File: src/rtl/shared_timebase.sv
module shared_timebase #(
  parameter int CNT_W  = 16,
  parameter int PS_W   = 3,
  parameter int NCHAN  = 6,
  parameter int ADDR_W = 8,
  parameter int DATA_W = 32
) (
  input  logic              clk,
  input  logic              rst_n,
  input  logic              wr_en,
  input  logic [ADDR_W-1:0] addr,
  input  logic [DATA_W-1:0] wdata,
  output logic [DATA_W-1:0] rdata,
  output logic [CNT_W-1:0]  count,
  output logic              reload
);
  localparam int DIV_W = (1 << PS_W) - 1;
  localparam logic [ADDR_W-1:0] A_PARAM = ADDR_W'('h04);
  localparam logic [ADDR_W-1:0] A_CTRL  = ADDR_W'('h10);
  localparam logic [ADDR_W-1:0] A_CNT   = ADDR_W'('h14);
  localparam logic [ADDR_W-1:0] A_MOD   = ADDR_W'('h18);

  logic [PS_W-1:0]  ps;
  logic [1:0]       cmod;
  logic [CNT_W-1:0] mod_act, mod_buf;
  logic [DIV_W-1:0] div, div_lim;

  wire wr_ctrl = wr_en && addr == A_CTRL;
  wire wr_cnt  = wr_en && addr == A_CNT;
  wire wr_mod  = wr_en && addr == A_MOD;
  wire stopped = cmod == 2'b00;
  wire run     = cmod == 2'b01;

  assign div_lim = (DIV_W'(1) << ps) - DIV_W'(1);
  wire tick = run && div == div_lim;
  wire wrap = tick && count == mod_act;

  wire unused_wbits = &{1'b0, wdata[DATA_W-1:CNT_W]};

  always_ff @(posedge clk) begin
    if (!rst_n) begin
      ps      <= '0;
      cmod    <= 2'b00;
      div     <= '0;
      count   <= '0;
      reload  <= 1'b0;
      mod_act <= '1;
      mod_buf <= '1;
    end else begin
      if (wr_ctrl) begin
        cmod <= wdata[4:3];
        if (stopped) ps <= wdata[PS_W-1:0];
      end

      if (wr_cnt)      div <= '0;
      else if (tick)   div <= '0;
      else if (run)    div <= div + DIV_W'(1);

      if (wr_cnt)      count <= '0;
      else if (wrap)   count <= '0;
      else if (tick)   count <= count + CNT_W'(1);

      reload <= wrap && !wr_cnt;

      if (wr_mod) mod_buf <= wdata[CNT_W-1:0];
      if (wr_mod && stopped) mod_act <= wdata[CNT_W-1:0];
      else if (wrap)         mod_act <= mod_buf;
    end
  end

  always_comb begin
    case (addr)
      A_PARAM: rdata = DATA_W'(8'(NCHAN));
      A_CTRL:  rdata = DATA_W'({1'b0, cmod, 3'(ps)});
      A_CNT:   rdata = DATA_W'(count);
      A_MOD:   rdata = DATA_W'(mod_act);
      default: rdata = '0;
    endcase
  end
endmodule


File: config.mk
export PLATFORM = sky130hd
export DESIGN_NAME = shared_timebase
export DESIGN_NICKNAME = d
export VERILOG_FILES = /design/src/rtl/shared_timebase.sv
export SDC_FILE = /design/constraint.sdc
export NUM_CORES = 1
export LEC_CHECK = 0
export BUFFER_PORTS_ARGS = -buffer_cell sky130_fd_sc_hd__buf_2
export CORE_MARGIN = 4
export CORE_UTILIZATION = 37
export DETAILED_ROUTE_END_ITERATION = 10
export GPL_TIMING_DRIVEN = 0
export SYNTH_ARGS = -nofsm -noshare
export SYNTH_HDL_FRONTEND = slang
export SYNTH_SLANG_ARGS = --single-unit
File: constraint.sdc
create_clock -name clk -period 3.3 [get_ports clk]
set_input_delay 0.495 -clock clk [delete_from_list [all_inputs] [get_ports clk]]
set_output_delay 0.495 -clock clk [all_outputs]
set_load 0.005 [all_outputs]
# After elaboration in Yosys (flattened, before gate mapping)
# Cells that the tools add are included.
[word_totals]
output_inout_bits = 49
inputBits = 43
ff_bits = 61
[classes]
add_sub_neg = 3
muxes = 3
eq_ne = 7
n_reduce_logical = 13
n_bitwise = 1
shifts = 1
[ops]
columns = ["op", "n"]
rows = [
  ["16-bit case mux with 4 select lines", 1],
  ["16-bit two-way mux", 2],
  ["8-bit by 5-bit equality test with 1-bit output (second input constant)", 3],
  ["16-bit by 1-bit adder with 16-bit output (second input constant)", 1],
  ["16-bit equality test", 1],
  ["8-bit by 3-bit equality test with 1-bit output (second input constant)", 1],
  ["7-bit by 1-bit adder with 7-bit output (second input constant)", 1],
  ["7-bit equality test", 1],
  ["1-bit logical AND", 7],
  ["1-bit by 3-bit left shift with 7-bit output (first input constant)", 1],
  ["7-bit by 2-bit subtractor with 7-bit output (second input constant)", 1],
  ["3-bit OR reduction", 2],
  ["2-bit by 1-bit equality test with 1-bit output (second input constant)", 1],
  ["2-bit zero test", 1],
  ["2-bit AND reduction", 1],
  ["2-bit nonzero test", 1],
  ["1-bit zero test", 1],
  ["1-bit NOT", 1],
]

# Longest topological paths before layout
[depth]
word_depth = 7
ltp_mapped = 12

# Least setup slack after synthesis
# Ideal clock, no wire load.
[synth_timing]
kind = "reg2reg"
startpoint = "register ps[0]"
endpoint = "register mod_act[12]"
stages_incl_launch_ff = 12
setup_slack_ps = 611
t_arrival_ps = 2569
path_buffers = 3
t_required_ps = 3179
cell_sequence = "dfxtp_1 buf_6 or3_1 ha_1 xor2_1 mux2i_1 a2bb2oi_1 and4b_1 buf_2 clkbuf_1 nor3b_1 nor3_2"
[synth_via]
elab_chain_cells = 6
[synth_lines]
columns = ["element", "line_no", "source"]
rows = [
  ["from (decl)", "23", "logic [PS_W-1:0] ps;"],
  ["from (signal assigned)", "52", "if (stopped) ps <= wdata[PS_W-1:0];"],
  ["1-bit by 3-bit left shift with 7-bit output", "34", "assign div_lim = (DIV_W'(1) << ps) - DIV_W'(1);"],
  ["7-bit by 2-bit subtractor with 7-bit output", "34", ""],
  ["7-bit equality test", "35", "wire tick = run && div == div_lim;"],
  ["1-bit logical AND", "35", ""],
  ["1-bit logical AND", "36", "wire wrap = tick && count == mod_act;"],
  ["2-bit nonzero test (no line)", "-", ""],
  ["to (signal assigned)", "66", "if (wr_mod && stopped) mod_act <= wdata[CNT_W-1:0];"],
  ["to (signal assigned)", "67", "else if (wrap) mod_act <= mod_buf;"],
  ["to (decl)", "25", "logic [CNT_W-1:0] mod_act, mod_buf;"],
]
# Every way passes these cells.
# A chain may end at the register's enable or synchronous reset.

# Final worst setup path
[layout_timing]
startpoint = "register ps[0]"
endpoint = "register count[6]"
[layout_via]
elab_chain_cells = 6
[layout_lines]
columns = ["element", "line_no", "source"]
rows = [
  ["1-bit by 3-bit left shift with 7-bit output *", "34", ""],
  ["7-bit by 2-bit subtractor with 7-bit output *", "34", ""],
  ["7-bit equality test *", "35", ""],
  ["1-bit logical AND *", "35", ""],
  ["1-bit logical AND", "36", ""],
  ["3-bit OR reduction (no line)", "-", ""],
  ["to (signal assigned)", "61", "else if (tick) count <= count + CNT_W'(1);"],
  ["to (decl)", "14", "output logic [CNT_W-1:0] count,"],
]
# Mark *: on every way between the ends. The rest lies on a longest branch, timed or not.

==> summary.md <==
| Metric | Value |
|---|---|
| Share of total power in sequential cells | between 40% and 50% |
| Floorplan die area | 11100 um^2 |
| Maximum fanout along the worst path | 10 |
| Wire length of the first global-routing pass | 15700 um |
| Clock sink total | just over 60 |
| Worst Clk Skew | 0.00933 ns |
| Antenna Violating Nets Remaining | 0 |
| Clk Tree Root Cell | clkbuf_8 |
| Slew at the pin closest to its max-slew limit | roughly 0.64 ns |
| Path type of the worst setup path | register to register |
| Final #Nets | approximately 560 |
| Proportion of netlist area held by the largest area contributor | 34.7% |
| Number of global-route vias before repair | 3237 |
| Max-cap check violation count | 0 |
| Initial core utilization | a little under two fifths |
| WP data required | between 3 and 4 ns |
| Tightest hold margin | between 0.3 and 0.4 ns |
| Fraction of power spent switching nets | between 20% and 30% |
| Number of buffers created by CTS | 9 |
| Relative contribution of the clock network to total power | 45.4% |
| Post-synth EDFFs | 0 |
| Number of DRC markers after the initial detailed-route iteration | around 110 |
| Clock-pin slew of the registers on the worst-case setup and hold paths | 0.08 ns |
| Post-synthesis instance area | 3520 um^2 |
| Crit path DAT | approximately 3.3 ns |
| Setup bufs post-CTS | 0 |
| Gate power share | around 5.2% |
| Post-synthesis cell type with the largest combined area | dfxtp_1 |
| Post-synthesis register bit count | 61 |
| Post-synth ARST share | 0% |
| Cell internal power dissipation | approximately 1.1 mW |
| Vert. Die Dim | about 110 um |
| Gate count of the mapped netlist | between 400 and 500 |
| Area of the placeable core | 9240 um^2 |
| Layout area overhead | 20.4% |
| Most frequently used flop master after synthesis | dfxtp_1 |
| HP Class | input pin to register |
| Placer's final routability congestion estimate | 0.814 |
| CTS tree | built |
| Fraction of the yosys area taken by sequential cells | 34.7% |
| Clock Tree Buf Depth | 2 |
| Maximum number of pins on one net before global-route repair | 12 |
| Ratio of routed vias to standard cells | 5.06 |
| Horizontal extent of the die | roughly 110 um |
| Highest attainable clock frequency | 331 MHz |
| Antenna cell count | 0 |
| Share of layout cells above drive strength 1 | between 20% and 30% |
| Count of port buffers added during placement | 58 |
| Unrepaired setup endpoints after global routing | false |
| Type of origin of the critical path | register |
| Total number of H-tree levels | 3 |
| Most common library cell in the layout ignoring fill and taps | buf_2 |
| Top Ports | 92 |
| Cell row count | 35 |
| First-pass detailed-route iteration total | 5 |
| Global routing usage summed across all routing layers | ~17% |
| Ratio of final minimum period to clock period | between 90% and 100% |
| Final number of hold-violating endpoints | 0 |
| Vias | ~3300 |
| Antenna violations before repair | 0 |
| Total global routing overflow | 0 |
| Critical Path Sink Type | register |
| Maximum vdd ir drop | about 250 uV |
| Sw Pwr | between 0.3 and 0.4 mW |
| Standby leakage power | 1.76 nW |
| Clock period minus final worst setup slack | 3.02 ns |
| Mean cell area of the mapped netlist | between 8 and 9 um^2 |
| Total routed wirelength | around 9400 um |
| Final sum of negative setup slack | 0 ns |
| Clock insertion delay at the later pin of the skew report | 0.35 ns |
| Number of warning messages in the yosys log | 0 |
| Worst max-slew margin expressed relative to the limit | a little under three fifths |
| Synth cell types | approximately 50 |
| Cells taking the most area after synthesis | dfxtp_1, nand2_1, xnor2_1, nor3_2, nand3_1 |
| Final routed DRC violation total | 0 |
| Dpl hpwl | roughly 7200 um |
| Power density normalized to cell area | about 350 nW/um^2 |
| Outcome | complete, no violations |
| Final Max Tran Viols | 0 |
| Final Setup Violations | 0 |
| Top library cells by usage in the layout, fill and taps aside | buf_2, dfxtp_1, nand2_1 |
| Average detailed-routed wire length per instance | approximately 15 um |
## cells in the mapped netlist, drive strengths merged, types with 8 or more instances
cell and count:
a21oi 13, a22o 11, buf 29, clkbuf 17, dfxtp 61, nand2 52, nand3 27, nand4 8
nor2 36, nor3 36, nor3b 18, o21ai 8, o31ai 8, or4 8, xnor2 22
## power groups by stage
stage	Sequential [mW]	Clock, mW	Combinational [mW]
2_1_floorplan	0.754	0	0.0450
3_3_place_gp	0.754	0	0.0763
3_5_place_dp	0.754	0	0.0769
4_1_cts	0.737	0.697	0.0770
5_1_grt	0.737	0.725	0.0866
6_report	0.737	0.679	0.0780
## final timing paths
path | startpoint | endpoint | slack, ns | cells after the start
worst max-delay path | ps[0] | count[6] | 0.28 | 11
worst min-delay path | wdata[8] | mod_buf[8] | 0.37 | 3
worst max register to register | ps[0] | count[6] | 0.28 | 11
worst min register to register | mod_buf[9] | mod_buf[9] | 0.47 | 2
## flip-flops by register name (all words and copies together) (netlist names)
register / count
count: 16
reload: 1
mod_buf: 16
div: 7
mod_act: 16
ps: 3
cmod: 2
## metrics by stage
| stage | power (mW) | worst slack (ns) | utilization [%] | instances | instance area, um^2 |
|---|---|---|---|---|---|
| after floorplan | 0.799 | 0.611 | - | 442 | 3570 |
| after global placement | 0.830 | 0.0547 | 43.6 | 629 | 4030 |
| after detailed placement | 0.831 | 0.0113 | 43.6 | 629 | 4030 |
| after CTS | 1.51 | 0.0126 | 45.7 | 645 | 4230 |
| after global routing | 1.55 | 0.00839 | 45.8 | 645 | 4240 |
| final | 1.49 | 0.278 | 45.8 | 645 | 4240 |
## area by class of cell
cell class / instances / area, um^2
Tap cell: 129 / 161
Sequential cell: 61 / 1220
Timing Repair Buffer: 58 / 290
Clock buffer: 10 / 138
Clock inverter: 6 / 62.6
Fill cell: 954 / 5000
Inverter: 4 / 15.0
Buffer: 46 / 273
Multi-Input combinational cell: 331 / 2070
## worst max-delay path, stage by stage, from the launching register on
cell	delay, ns
dfxtp_1	0.31
buf_6	0.13
or3_1	0.39
ha_1	0.30
xor2_1	0.27
mux2i_1	0.32
nor2_1	0.10
nand4bb_1	0.19
clkbuf_1	0.20
buf_2	0.23
or3_1	0.36
a21oi_1	0.15
## metal layers
metal / wire length (um) / part of all wire (%) / track usage (%) / vias up
met1: 4320 / 46 / 21.2 / 1542
li1: - / - / - / 1645
met3: 344 / 3.7 / 4.16 / 8
met4: 114 / 1.2 / 4.81 / 0
met5: 0 / 0 / 0 / -
met2: 4600 / 49 / 30.6 / 69
## timing repair
item                                    4_1_cts  5_1_grt
hold buffers                                  0        0
gates resized for setup                       0        5
endpoints found under the setup margin        0       13
endpoints found under the hold margin         0        0
## cell families after synthesis
logic type	Yosys count	synth area share (%)
AO/OA/AOI/OAI	55	11.0
AND/OR/NAND/NOR	222	36.1
XOR/XNOR	29	7.22
buffers and inverters	50	8.11
adder cells (fa/ha/maj)	3	1.07
multiplexers	6	1.71
flip-flops	61	34.7
other	1	0.107
Power figures use the tool's default switching activity.
